### src/rtl/zcd_pkg.sv
package zcd_pkg;

   // floor(num * len / den), never below 1
   function automatic int frac_tap(input int len, input int num, input int den);
      int t;
      t = (num * len) / den;
      return (t < 1) ? 1 : t;
   endfunction

   function automatic bit is_pow2(input int v);
      return (v > 0) && ((v & (v - 1)) == 0);
   endfunction

endpackage

### src/rtl/zcd_tap_calc.sv
module zcd_tap_calc #(
   parameter int CNT_W    = 10,
   parameter int FRAC_NUM = 17,
   parameter int FRAC_DEN = 20
) (
   input  logic [CNT_W-1:0] len_i,
   output logic [CNT_W-1:0] tap_o
);
   localparam int PW = CNT_W + $clog2(FRAC_NUM + 1);
   localparam int SH = $clog2(FRAC_DEN);

   if (FRAC_NUM < 1 || FRAC_NUM > FRAC_DEN) begin : g_bad_frac
      $error("zcd_tap_calc: fraction must lie in (0,1]");
   end

   logic [PW-1:0]    prod;
   logic [PW-1:0]    quot;
   logic [CNT_W-1:0] raw;

   assign prod = PW'(len_i) * PW'(FRAC_NUM);

   if (zcd_pkg::is_pow2(FRAC_DEN)) begin : g_shift
      assign quot = prod >> SH;
   end else begin : g_divide
      assign quot = prod / PW'(FRAC_DEN);
   end

   assign raw   = quot[CNT_W-1:0];
   assign tap_o = (raw == '0) ? CNT_W'(1) : raw;
endmodule

### src/rtl/zcd_on_tracker.sv
module zcd_on_tracker #(
   parameter int CNT_W = 10
) (
   input  logic clk,
   input  logic rst_n,
   input  logic gate_i,
   output logic fall_o,
   output logic strobe_o
);
   localparam logic [CNT_W-1:0] CNT_MAX = '1;

   logic             gate_q;
   logic [CNT_W-1:0] on_cnt_q;
   logic [CNT_W-1:0] prev_on_q;
   logic [CNT_W-1:0] pos;
   logic [CNT_W-1:0] half;
   logic             rise;

   assign rise   = gate_i & ~gate_q;
   assign fall_o = ~gate_i & gate_q;
   assign half   = prev_on_q >> 1;
   assign pos    = rise ? CNT_W'(1)
                 : ((on_cnt_q == CNT_MAX) ? on_cnt_q : on_cnt_q + CNT_W'(1));

   always_ff @(posedge clk) begin
      if (!rst_n) begin
         gate_q    <= 1'b0;
         on_cnt_q  <= '0;
         prev_on_q <= '0;
         strobe_o  <= 1'b0;
      end else begin
         gate_q   <= gate_i;
         strobe_o <= gate_i && (half != '0) && (pos == half);
         if (gate_i) on_cnt_q <= pos;
         if (fall_o) prev_on_q <= on_cnt_q;
      end
   end
endmodule

### src/rtl/zcd_dis_timer.sv
module zcd_dis_timer #(
   parameter int               ADC_W     = 10,
   parameter int               CNT_W     = 10,
   parameter int               DROP_CODE = 41,
   parameter logic [CNT_W-1:0] TAP_RST   = 340
) (
   input  logic             clk,
   input  logic             rst_n,
   input  logic             gate_i,
   input  logic             fall_i,
   input  logic [ADC_W-1:0] vs_i,
   input  logic [CNT_W-1:0] scaled_i,
   output logic [CNT_W-1:0] len_o,
   output logic [CNT_W-1:0] dis_time_o,
   output logic             done_o,
   output logic             zcd_o,
   output logic             tmo_o,
   output logic [ADC_W-1:0] ref_o
);
   localparam logic [CNT_W-1:0] CNT_MAX = '1;
   localparam logic [ADC_W:0]   DROP_V  = (ADC_W+1)'(DROP_CODE);

   if (DROP_CODE < 0 || DROP_CODE >= (1 << ADC_W)) begin : g_bad_drop
      $error("zcd_dis_timer: DROP_CODE out of ADC range");
   end

   logic             meas_q;
   logic             armed_q;
   logic [CNT_W-1:0] cnt_q;
   logic [CNT_W-1:0] tap_q;
   logic [CNT_W-1:0] pos;
   logic             tmo_now;
   logic             zc_now;

   assign pos     = (cnt_q == CNT_MAX) ? cnt_q : cnt_q + CNT_W'(1);
   assign tmo_now = meas_q & gate_i;
   assign zc_now  = meas_q & ~gate_i & armed_q &
                    (({1'b0, vs_i} + DROP_V) < {1'b0, ref_o});
   assign len_o   = tmo_now ? cnt_q : pos;

   always_ff @(posedge clk) begin
      if (!rst_n) begin
         meas_q     <= 1'b0;
         armed_q    <= 1'b0;
         cnt_q      <= '0;
         tap_q      <= TAP_RST;
         dis_time_o <= '0;
         done_o     <= 1'b0;
         zcd_o      <= 1'b0;
         tmo_o      <= 1'b0;
         ref_o      <= '0;
      end else begin
         done_o <= 1'b0;
         zcd_o  <= 1'b0;
         tmo_o  <= 1'b0;
         if (fall_i) begin
            meas_q <= 1'b1;
            cnt_q  <= CNT_W'(1);
            if (tap_q == CNT_W'(1)) begin
               ref_o   <= vs_i;
               armed_q <= 1'b1;
            end else begin
               armed_q <= 1'b0;
            end
         end else if (tmo_now) begin
            meas_q     <= 1'b0;
            dis_time_o <= cnt_q;
            tap_q      <= scaled_i;
            tmo_o      <= 1'b1;
            done_o     <= 1'b1;
         end else if (meas_q) begin
            cnt_q <= pos;
            if (zc_now) begin
               meas_q     <= 1'b0;
               dis_time_o <= pos;
               tap_q      <= scaled_i;
               zcd_o      <= 1'b1;
               done_o     <= 1'b1;
            end else if (!armed_q && pos == tap_q) begin
               ref_o   <= vs_i;
               armed_q <= 1'b1;
            end
         end
      end
   end
endmodule

### src/rtl/zcd_dischg_detect.sv
module zcd_dischg_detect #(
   parameter int ADC_W     = 10,
   parameter int CNT_W     = 10,
   parameter int DROP_CODE = 41,
   parameter int MAX_DIS   = 400,
   parameter int FRAC_NUM  = 17,
   parameter int FRAC_DEN  = 20
) (
   input  logic             clk,
   input  logic             rst_n,
   input  logic             gate_i,
   input  logic [ADC_W-1:0] vs_code_i,
   output logic [CNT_W-1:0] dis_time_o,
   output logic             dis_done_o,
   output logic             zcd_o,
   output logic             timeout_o,
   output logic             cs_strobe_o,
   output logic [ADC_W-1:0] ref_code_o
);
   localparam int TAP_RST = zcd_pkg::frac_tap(MAX_DIS, FRAC_NUM, FRAC_DEN);

   if (MAX_DIS < 1 || MAX_DIS >= (1 << CNT_W)) begin : g_bad_max
      $error("zcd_dischg_detect: MAX_DIS must fit the counter");
   end

   logic             fall;
   logic [CNT_W-1:0] len;
   logic [CNT_W-1:0] scaled;

   zcd_on_tracker #(.CNT_W(CNT_W)) u_on (
      .clk(clk), .rst_n(rst_n), .gate_i(gate_i),
      .fall_o(fall), .strobe_o(cs_strobe_o)
   );

   zcd_tap_calc #(.CNT_W(CNT_W), .FRAC_NUM(FRAC_NUM), .FRAC_DEN(FRAC_DEN)) u_tap (
      .len_i(len), .tap_o(scaled)
   );

   zcd_dis_timer #(
      .ADC_W(ADC_W), .CNT_W(CNT_W), .DROP_CODE(DROP_CODE),
      .TAP_RST(CNT_W'(TAP_RST))
   ) u_dis (
      .clk(clk), .rst_n(rst_n), .gate_i(gate_i), .fall_i(fall),
      .vs_i(vs_code_i), .scaled_i(scaled), .len_o(len),
      .dis_time_o(dis_time_o), .done_o(dis_done_o), .zcd_o(zcd_o),
      .tmo_o(timeout_o), .ref_o(ref_code_o)
   );
endmodule

### config.mk
export PLATFORM = sky130hd
export DESIGN_NAME = zcd_dischg_detect
export DESIGN_NICKNAME = d
export VERILOG_FILES = /design/src/rtl/zcd_pkg.sv /design/src/rtl/zcd_tap_calc.sv /design/src/rtl/zcd_on_tracker.sv /design/src/rtl/zcd_dis_timer.sv /design/src/rtl/zcd_dischg_detect.sv
export SDC_FILE = /design/constraint.sdc
export NUM_CORES = 1
export LEC_CHECK = 0
export BUFFER_PORTS_ARGS = -buffer_cell sky130_fd_sc_hd__buf_2
export CAP_MARGIN = 20
export CORE_MARGIN = 2
export CORE_UTILIZATION = 57
export CTS_BUF_LIST = sky130_fd_sc_hd__clkbuf_8 sky130_fd_sc_hd__clkbuf_16
export CTS_CLUSTER_SIZE = 40
export DETAILED_ROUTE_END_ITERATION = 12
export GPL_TIMING_DRIVEN = 0
export PLACE_DENSITY = 0.9
export SLEW_MARGIN = 40
export SYNTH_ARGS = -nofsm -noshare
export SYNTH_HDL_FRONTEND = slang
export SYNTH_SLANG_ARGS = --single-unit
### constraint.sdc
create_clock -name clk -period 6.8 [get_ports clk]
set_input_delay 1.02 -clock clk [delete_from_list [all_inputs] [get_ports clk]]
set_output_delay 1.02 -clock clk [all_outputs]
set_load 0.02 [all_outputs]
==> results.yml, run 1 <==
run_status:
  status: "complete, no violations"
routing:
  detail_route.wl_per_cell_um: 18.3
  ant_nets: 0
  met3_length_mm: 1.74
  first_iter_violations: 696
  totalWireLength_mm: 18.7
  met1_length_mm: 7.21
  wl_met2_mm: 9.04
  via_per_inst: 6.62
  num_vias: 6763
  post-route-drc-count: 0
  top_layer: "met4"
  drt_pre_antenna_iters: 5
global_routing:
  grt_pass1_vias: 6103
  antenna_found_initial: 0
  grt-ovfl-total: 0
  grt_use_total_pct: 31.1
  grt_first_pass_wirelength_mm: 29.2
  grt_max_degree: 14
power_and_ir_drop:
  power_density_mw_per_mm2: 124
  p_leak_nw: 2.72
  power_w: 0.000887
  ir_drop_v: 0.000106
floorplanning:
  die_h_um: 107
  chipWidth_um: 107
  core_mm2: 0.0103
  rows: 37
  floorplan.initialDensity_pct: 58.6
  io_pins: 37
  die-area_mm2: 0.0115
timing:
  fin_skew_ps: 14.3
  fin_crit_ps: 6600
  finalSetupTns_ps: 0
  clock.fmax_mhz: 151
  fin_crit_sh_pct: 97.1
  finalSetupViolations: 0
  slew_viol_final: 0
  worst_pin_slew_ps: 798
  hold_violations: 0
  slew_headroom_pct: 46.4
finish:
  drive_gt1_share_pct: 20.5
  synthToLayoutAreaGrowth_pct: 18.5
  fin_area_mm2: 0.00717
  fin_util_pct: 69.4
  layout.nets: 919
  num_antenna_cells: 0
clock_tree:
  cts_tree: "yes"
  path_clk_slew_ps: 70
  worstSkewPairLatency_ps: 360
  cts_max_path_buffers: 2
  cts_sinks: 66
  cts_buffers: 9
  ctsRootBufferMaster: "clkbuf_8"
  htreeDepth: 3
critical_path:
  critPathKind: "input pin to register"
  cp.buffers_inverters: 8
  cp_max_fo: 10
  crit_path_end_kind: "register"
  cpLargestDelayFamily: "simple AND/OR/NAND/NOR gates"
  cp.arrival_ps: 6900
  worstPathRequired_ps: 7090
  slowest_stage: "or3_1"
  cp-start-kind: "input pin"
  max_stage_delay_ps: 360
synthesis:
  syn_inst: 812
  synth_cell_types: 86
  ys_seq_area_share_pct: 21.8
  avgSynthCellArea_um2: 7.45
  synthesis.nets: 850
  synth_top_flop_cell: "dfxtp_1"
  synth_xor_area_share_pct: 7.09
  netlist_area_mm2: 0.00605
  synth-compound-area-share_pct: 29.8
  yosysWarnings: 0
  synth_adder_area_share_pct: 5.29
  synth-simple-area-share_pct: 26.3
  muxShareOfSynthArea_pct: 2.56
  ys_seq_elements: 66
  async_flop_share_pct: 0
  synth-edff-count: 0
  synth_top_family_by_area: "compound AO/OA/AOI/OAI gates"
job:
  maxCapViolCount: 0
place:
  placed_area_mm2: 0.00640
  io_buffers: 35
  finalWeightedCongestion: 0.979
  hpwlAfterDp_mm: 12.4
worst_hold_path:
  worstHoldPathType: "register to register"
cell usage after synthesis (15+ instances only):
cell type  count  area share, %
dfxtp_1       66             22
xor2_1        19            2.8
nand2_1       95            5.9
o21ai_0       40            3.3
o211ai_1      15            1.9
nor3_1        32            2.6
ha_1          24            5.0
clkbuf_1      31            1.9
nor2b_1       20            2.1
nor2_1        60            3.7
inv_1         25            1.6
nand3_1       24            2.0
a21boi_0      21            2.6
a21oi_1       52            4.3
xnor2_1       30            4.3
worst paths after layout:
kind	startpoint	endpoint	slack [ps]	cells after the start
min	u_dis.dis_time_o[4]$_SDFFE_PN0P_	u_dis.dis_time_o[4]$_SDFFE_PN0P_	470	2
max	gate_i	u_dis.tap_q[0]$_SDFFE_PN0P_	200	29
max reg2reg	u_dis.cnt_q[1]$_SDFFE_PP0P_	u_dis.tap_q[2]$_SDFFE_PN1P_	200	29
min reg2reg	u_dis.dis_time_o[4]$_SDFFE_PN0P_	u_dis.dis_time_o[4]$_SDFFE_PN0P_	470	2
through the flow:
stage                     hold WS, ps  std cells  setup slack [ps]
after floorplan                   454        812              22.0
after global placement            447        983             -1100
after detailed placement          453        983             -1040
after CTS                         471       1008              19.8
after global routing              506       1022              -142
final                             467       1022               195
flip-flops by register name, summed over array words and instances, names as in the netlist:
register and cells:
u_dis.cnt_q 10, u_dis.done_o 1, u_dis.dis_time_o 10, u_dis.meas_q 1
u_dis.tap_q 10, u_dis.tmo_o 1, u_dis.ref_o 10, u_on.strobe_o 1
u_dis.armed_q 1, u_on.on_cnt_q 10, u_dis.zcd_o 1, u_on.gate_q 1
u_on.prev_on_q 9
where the power goes:
group	leakage (nW)	switching [W]	internal (W)
registers	0.534	0.00000396	0.000389
logic	2.07	0.0000681	0.0000435
clock network	0.115	0.000173	0.000210
total	2.72	0.000245	0.000643
final cells by class:
cell class,count,area (µm²)
well taps,136,170
flip-flops and latches,66,1330
clock buffers,9,124
inverters,28,108
repair buffers,63,385
multi-input cells,660,4630
plain buffers,53,328
clock inverters,7,103
fillers,779,3150
tightest hold or removal path, cell delays in order, from the launching register on:
cell and delay, ps:
dfxtp_1 310, nand2_1 50, a21boi_0 60
logic make-up after synthesis:
logic type / after synthesis
multiplexers: 15
flip-flops: 66
AO/OA/AOI/OAI: 259
AND/OR/NAND/NOR: 312
adder cells (fa/ha/maj): 25
buffers and inverters: 86
XOR/XNOR: 49
cells in the final DEF (no fill, tap or decap), types with 5 or more instances in the layout:
cell       n
a211oi_1   9
a21boi_0  21
a21o_1    14
a21oi_1   51
a22oi_1    5
a31oi_1   12
and2_1    10
and3_1    13
buf_2     39
buf_4     32
buf_6      9
clkbuf_1  25
clkbuf_4   5
clkbuf_8   9
dfxtp_1   65
ha_1      19
inv_1     25
mux2i_1   12
nand2_1   92
nand2b_1   8
nand3_1   23
nand4_1    9
nor2_1    56
nor2b_1   20
nor3_1    28
nor4_1     8
o211a_1    5
o211ai_1  15
o21a_1     6
o21ai_0   38
o21ai_1    7
o22ai_1    9
xnor2_1   28
xor2_1    18
routing by layer:
layer | global-route usage, % | vias up
met5 | 0 | -
met4 | 10.7 | 0
met3 | 5.23 | 87
met2 | 53.5 | 419
met1 | 39.3 | 3149
li1 | - | 3108
timing repair:
action / 4_1_cts / 5_1_grt
pin swaps: 9 / 16
hold endpoints to repair: 0 / 0
resized for setup: 27 / 56
buffers inserted: 10 / 18
hold buffers: 0 / 0
setup endpoints to repair: 5 / 3
(Power assumes the default switching activity.)
==> run 2: changes to the inputs <==
--- a/config.mk
+++ b/config.mk
@@ -8,12 +8,12 @@
 export BUFFER_PORTS_ARGS = -buffer_cell sky130_fd_sc_hd__buf_2
 export CAP_MARGIN = 20
 export CORE_MARGIN = 2
-export CORE_UTILIZATION = 57
+export CORE_UTILIZATION = 63
 export CTS_BUF_LIST = sky130_fd_sc_hd__clkbuf_8 sky130_fd_sc_hd__clkbuf_16
 export CTS_CLUSTER_SIZE = 40
 export DETAILED_ROUTE_END_ITERATION = 12
 export GPL_TIMING_DRIVEN = 0
-export PLACE_DENSITY = 0.9
+export PLACE_DENSITY = 0.94
 export SLEW_MARGIN = 40
 export SYNTH_ARGS = -nofsm -noshare
 export SYNTH_HDL_FRONTEND = slang
==> constraint.sdc (replaced) <==
create_clock -name clk -period 7.3 [get_ports clk]
set_input_delay 1.095 -clock clk [delete_from_list [all_inputs] [get_ports clk]]
set_output_delay 1.095 -clock clk [all_outputs]
set_load 0.02 [all_outputs]
==> run 2 against run 1 <==
First-iteration DRC count down 1.6%. Worst hold slack better by 19 ps. Largest power group unchanged. Sequential power down 6.6%. Sequential cell count unchanged. Register-to-register slack better by 110 ps. Critical path depth unchanged. Cell count down 2.5%. Sequential share of layout area up 0.98 points. Non-clock buffer count down 19.
==> results.yml, run 2 (synthesis gave the netlist of run 1 again) <==
global_routing:
  grt_max_degree: 14
  grt_first_pass_wirelength_mm: 29.0
  grt-ovfl-total: 0
  grt_pass1_vias: 6172
  grt_use_total_pct: 34.2
  antenna_found_initial: 0
floorplanning:
  floorplan.initialDensity_pct: 65.2
  chipWidth_um: 102
  die-area_mm2: 0.0104
  io_pins: 37
  die_h_um: 102
  core_mm2: 0.00928
  rows: 35
place:
  hpwlAfterDp_mm: 12.4
  placed_area_mm2: 0.00639
  finalWeightedCongestion: 1.00
  dp_slack_ps: -579
  io_buffers: 35
routing:
  via_per_inst: 6.76
  post-route-drc-count: 0
  num_vias: 6729
  totalWireLength_mm: 18.1
  first_iter_violations: 685
  drt_pre_antenna_iters: 6
  detail_route.wl_per_cell_um: 18.2
  wl_met2_mm: 8.46
  met3_length_mm: 1.72
  ant_nets: 0
  met1_length_mm: 7.02
  top_layer: "met4"
worst_hold_path:
  hold-path-cell-count: 2
  worstHoldPathType: "register to register"
timing:
  hold_violations: 0
  worst_pin_slew_ps: 745
  fin_skew_ps: 14.6
  finalWorstSetupSlack_ps: 306
  slew_headroom_pct: 50.0
  clock.fmax_mhz: 143
  fin_crit_ps: 6990
  holdWs_ps: 486
  finalSetupViolations: 0
  slew_viol_final: 0
  fin_crit_sh_pct: 95.8
  finalSetupTns_ps: 0
finish:
  fin_area_mm2: 0.00679
  layout.nets: 900
  num_antenna_cells: 0
  synthToLayoutAreaGrowth_pct: 12.3
  fill_cells: 736
  drive_gt1_share_pct: 14.9
  final_cell_mix: "95 x nand2_1, 65 x dfxtp_1, 58 x nor2_1"
  layout_commonest_cell: "nand2_1"
clock_tree:
  ctsRootBufferMaster: "clkbuf_8"
  cts_hold_buffers: 0
  cts_sinks: 66
  path_clk_slew_ps: 90
  cts_tree: "yes"
  cts_max_path_buffers: 2
  cts_buffers: 9
  worstSkewPairLatency_ps: 350
  htreeDepth: 3
critical_path:
  crit_path_end_kind: "register"
  r2r-start: "u_dis.cnt_q[1]$_SDFFE_PP0P_"
  critPathLaunch: "u_dis.cnt_q[1]$_SDFFE_PP0P_"
  slowest_stage: "a2111oi_0"
  max_stage_delay_ps: 470
  cp-start-kind: "register"
  cpLargestDelayFamily: "compound AO/OA/AOI/OAI gates"
  regToRegSetupSlack_ps: 310
  cp_max_fo: 10
  worstPathRequired_ps: 7590
  critPathKind: "register to register"
  r2r-end: "u_dis.tap_q[0]$_SDFFE_PN0P_"
  crit_top_cell: "o21ai_1"
  cp.arrival_ps: 7280
  path_depth: 29
  rr_worst_depth: 29
  worstSetupEndpoint: "u_dis.tap_q[0]$_SDFFE_PN0P_"
  cp.buffers_inverters: 3
job:
  maxCapViolCount: 0
power_and_ir_drop:
  ir_drop_v: 0.0000880
  power_density_mw_per_mm2: 121
  power_w: 0.000822
  p_leak_nw: 2.58
run_status:
  status: "complete, no violations"
## run 2: cell count changes in the layout (fill, tap and decap cells not counted), moves of 3 or more
cell       delta
a2111oi_0     +3
buf_2         +5
buf_4        -21
clkbuf_4      -3
ha_1          +3
nand2_1       +3
nand2_2       -3
nor3_1        +3
nor4_1        +3
## run 2: routing by layer
layer,GRT usage [%],vias to the layer above
li1,-,3063
met3,5.88,122
met1,43.7,3078
met2,56.5,466
met5,0,-
met4,15.7,0
## run 2: final cells by class
cell class / instances / area, µm² / share of cell area (%)
clock inverter: 7 / 100 / 1.47
buffer: 55 / 315 / 4.64
clock buffer: 9 / 124 / 1.82
tap: 129 / 161 / 2.38
sequential: 66 / 1320 / 19.5
multi-input combinational: 660 / 4440 / 65.3
inverter: 28 / 108 / 1.58
timing repair buffer: 42 / 228 / 3.35
## run 2: worst min-delay path by stage
stage | startpoint | endpoint | slack (ps)
after floorplan | u_on.prev_on_q[7]$_SDFFE_PN0P_ | u_on.prev_on_q[7]$_SDFFE_PN0P_ | 450
after global placement | u_dis.dis_time_o[9]$_SDFFE_PN0P_ | u_dis.dis_time_o[9]$_SDFFE_PN0P_ | 460
after detailed placement | u_dis.dis_time_o[9]$_SDFFE_PN0P_ | u_dis.dis_time_o[9]$_SDFFE_PN0P_ | 470
after CTS | u_dis.dis_time_o[9]$_SDFFE_PN0P_ | u_dis.dis_time_o[9]$_SDFFE_PN0P_ | 480
after global routing | u_dis.dis_time_o[5]$_SDFFE_PN0P_ | u_dis.dis_time_o[5]$_SDFFE_PN0P_ | 500
final | u_dis.dis_time_o[8]$_SDFFE_PN0P_ | u_dis.dis_time_o[8]$_SDFFE_PN0P_ | 490
## run 2: per-stage QoR
step / util (%) / std cells
CTS: 71.7 / 994
global route: 73.2 / 996
finish: 73.2 / 996
floorplan: - / 812
detailed placement: 68.8 / 976
global placement: 68.8 / 976
## run 2: where the power goes
| group | switching [W] | leakage (nW) | internal (W) | total (W) |
|---|---|---|---|---|
| sequential | 0.00000390 | 0.533 | 0.000363 | 0.000367 |
| combinational | 0.0000624 | 1.94 | 0.0000394 | 0.000102 |
| clock | 0.000158 | 0.114 | 0.000195 | 0.000353 |
| total | 0.000224 | 2.58 | 0.000598 | 0.000822 |
## run 2: tightest hold or removal path, cell delays in order (launching register included)
cell and delay [ps]:
dfxtp_1 320, nand2_1 50, a21boi_0 60
## run 2: timing repair
item,in CTS,in global routing
setup buffers,2,5
pin swaps,1,7
resized for setup,7,22
setup endpoints to repair,3,3
==> run 3: changes to the inputs <==
--- a/config.mk
+++ b/config.mk
@@ -8,12 +8,12 @@
 export BUFFER_PORTS_ARGS = -buffer_cell sky130_fd_sc_hd__buf_2
 export CAP_MARGIN = 20
 export CORE_MARGIN = 2
-export CORE_UTILIZATION = 63
+export CORE_UTILIZATION = 60
 export CTS_BUF_LIST = sky130_fd_sc_hd__clkbuf_8 sky130_fd_sc_hd__clkbuf_16
 export CTS_CLUSTER_SIZE = 40
 export DETAILED_ROUTE_END_ITERATION = 12
 export GPL_TIMING_DRIVEN = 0
-export PLACE_DENSITY = 0.94
+export PLACE_DENSITY = 0.91
 export SLEW_MARGIN = 40
 export SYNTH_ARGS = -nofsm -noshare
 export SYNTH_HDL_FRONTEND = slang
==> run 3 against run 2 <==
Largest power group unchanged. Worst setup slack worse by 100 ps. Clock power up 1%. Sequential share of layout area down 0.054 points. Utilization down 3.5 points. Clock skew down 3.3 ps. Die area up 4.8%. Sequential cell count unchanged. Global-route usage down 3.8 points. Largest cell class unchanged. Sequential power about the same. Via count down 1.7%.
==> results.yml, run 3 (synthesis gave the netlist of run 1 again) <==
clock_tree:
  cts_sinks: 66
  path_clk_slew_ps: 80
  worstSkewPairLatency_ps: 360
  htreeDepth: 3
  cts_buffers: 9
  cts_hold_buffers: 0
  ctsRootBufferMaster: "clkbuf_8"
  cts_max_path_buffers: 2
  cts_tree: "yes"
timing:
  fin_crit_sh_pct: 97.2
  fin_skew_ps: 11.2
  fin_crit_ps: 7100
  finalSetupTns_ps: 0
  finalWorstSetupSlack_ps: 201
  clock.fmax_mhz: 141
  worst_pin_slew_ps: 796
  finalSetupViolations: 0
  hold_violations: 0
  slew_headroom_pct: 46.5
  slew_viol_final: 0
job:
  maxCapViolCount: 0
finish:
  final_cell_mix: "95 x nand2_1, 65 x dfxtp_1, 57 x nor2_1"
  drive_gt1_share_pct: 14.9
  num_antenna_cells: 0
  synthToLayoutAreaGrowth_pct: 12.6
  layout_commonest_cell: "nand2_1"
  layout.nets: 901
  fin_area_mm2: 0.00681
critical_path:
  cp-start-kind: "register"
  rr_worst_depth: 28
  worstPathRequired_ps: 7570
  crit_path_end_kind: "register"
  regToRegSetupSlack_ps: 200
  r2r-end: "u_dis.tap_q[0]$_SDFFE_PN0P_"
  r2r-start: "u_dis.cnt_q[1]$_SDFFE_PP0P_"
  critPathKind: "register to register"
  cp.arrival_ps: 7370
  worstSetupEndpoint: "u_dis.tap_q[0]$_SDFFE_PN0P_"
  cp_max_fo: 10
  max_stage_delay_ps: 480
  critPathLaunch: "u_dis.cnt_q[1]$_SDFFE_PP0P_"
  slowest_stage: "a311o_2"
floorplanning:
  core_mm2: 0.00977
  die_h_um: 104
  chipWidth_um: 104
  rows: 36
  io_pins: 37
  die-area_mm2: 0.0109
  floorplan.initialDensity_pct: 61.9
routing:
  ant_nets: 0
  detail_route.wl_per_cell_um: 17.9
  post-route-drc-count: 0
  via_per_inst: 6.61
  first_iter_violations: 643
  num_vias: 6615
  drt_pre_antenna_iters: 6
  totalWireLength_mm: 17.9
power_and_ir_drop:
  power_density_mw_per_mm2: 121
  power_w: 0.000826
  ir_drop_v: 0.0000727
  p_leak_nw: 2.58
place:
  dp_slack_ps: -638
  hpwlAfterDp_mm: 12.2
  finalWeightedCongestion: 0.978
  io_buffers: 35
  placed_area_mm2: 0.00639
global_routing:
  grt_max_degree: 14
  antenna_found_initial: 0
  grt_use_total_pct: 30.5
  grt_pass1_vias: 5781
  grt_first_pass_wirelength_mm: 27.7
  grt-ovfl-total: 0
worst_hold_path:
  worstHoldPathType: "register to register"
run_status:
  status: "complete, no violations"
## run 3: how the worst min path moves through the flow
stage / startpoint / to / depth (start not counted)
6_report: u_dis.dis_time_o[5]$_SDFFE_PN0P_ / u_dis.dis_time_o[5]$_SDFFE_PN0P_ / 2
5_1_grt: u_dis.dis_time_o[0]$_SDFFE_PN0P_ / u_dis.dis_time_o[0]$_SDFFE_PN0P_ / 2
4_1_cts: u_dis.dis_time_o[5]$_SDFFE_PN0P_ / u_dis.dis_time_o[5]$_SDFFE_PN0P_ / 2
3_5_place_dp: u_dis.dis_time_o[2]$_SDFFE_PN0P_ / u_dis.dis_time_o[2]$_SDFFE_PN0P_ / 2
3_3_place_gp: u_dis.dis_time_o[0]$_SDFFE_PN0P_ / u_dis.dis_time_o[0]$_SDFFE_PN0P_ / 2
2_1_floorplan: u_on.prev_on_q[7]$_SDFFE_PN0P_ / u_on.prev_on_q[7]$_SDFFE_PN0P_ / 2
## run 3: area by class of cell
| cell class | count | area, µm² |
|---|---|---|
| multi-input combinational | 661 | 4450 |
| fill | 790 | 2960 |
| sequential | 66 | 1320 |
| buffer | 55 | 315 |
| timing repair buffer | 42 | 228 |
| tap | 133 | 166 |
| clock buffer | 9 | 124 |
| inverter | 28 | 108 |
| clock inverter | 7 | 100 |
## run 3: power breakdown
part	total, W	leakage [nW]	internal, W	switching (W)
sequential	0.000367	0.533	0.000363	0.00000396
combinational	0.000102	1.93	0.0000391	0.0000628
clock	0.000357	0.114	0.000195	0.000162
## run 3: per-stage QoR
step	std cells	util, %	hold slack [ps]
after floorplan	812	-	454
after global placement	980	65.4	447
after detailed placement	980	65.4	451
after CTS	999	68.3	468
after global routing	1001	69.7	504
final	1001	69.7	472
## run 3: critical path, delay by kind of cell, from the launching register on
| kind | cells | cell delay (ps) |
|---|---|---|
| and+or+nand+nor | 10 | 2210 |
| DFF | 1 | 420 |
| buffers and inverters | 3 | 620 |
| xor gates and xnor gates | 1 | 240 |
| adders and majority gates | 3 | 800 |
| AOI/OAI and AO/OA | 11 | 2700 |
## run 3: repair_timing
action / 4_1_cts / 5_1_grt
setup endpoints to repair: 3 / 3
pin swaps: 3 / 7
setup buffers: 3 / 4
gates cloned: 0 / 1
gates resized for setup: 8 / 25
hold endpoints to repair: 0 / 0
## run 3: metal layers
metal / vias to the layer above / GRT usage, % / wire length, µm
li1: 3094 / - / -
met1: 3029 / 39.8 / 7260
met2: 392 / 50.1 / 8350
met3: 100 / 4.39 / 1500
met4: 0 / 12.8 / 778
met5: - / 0 / 0
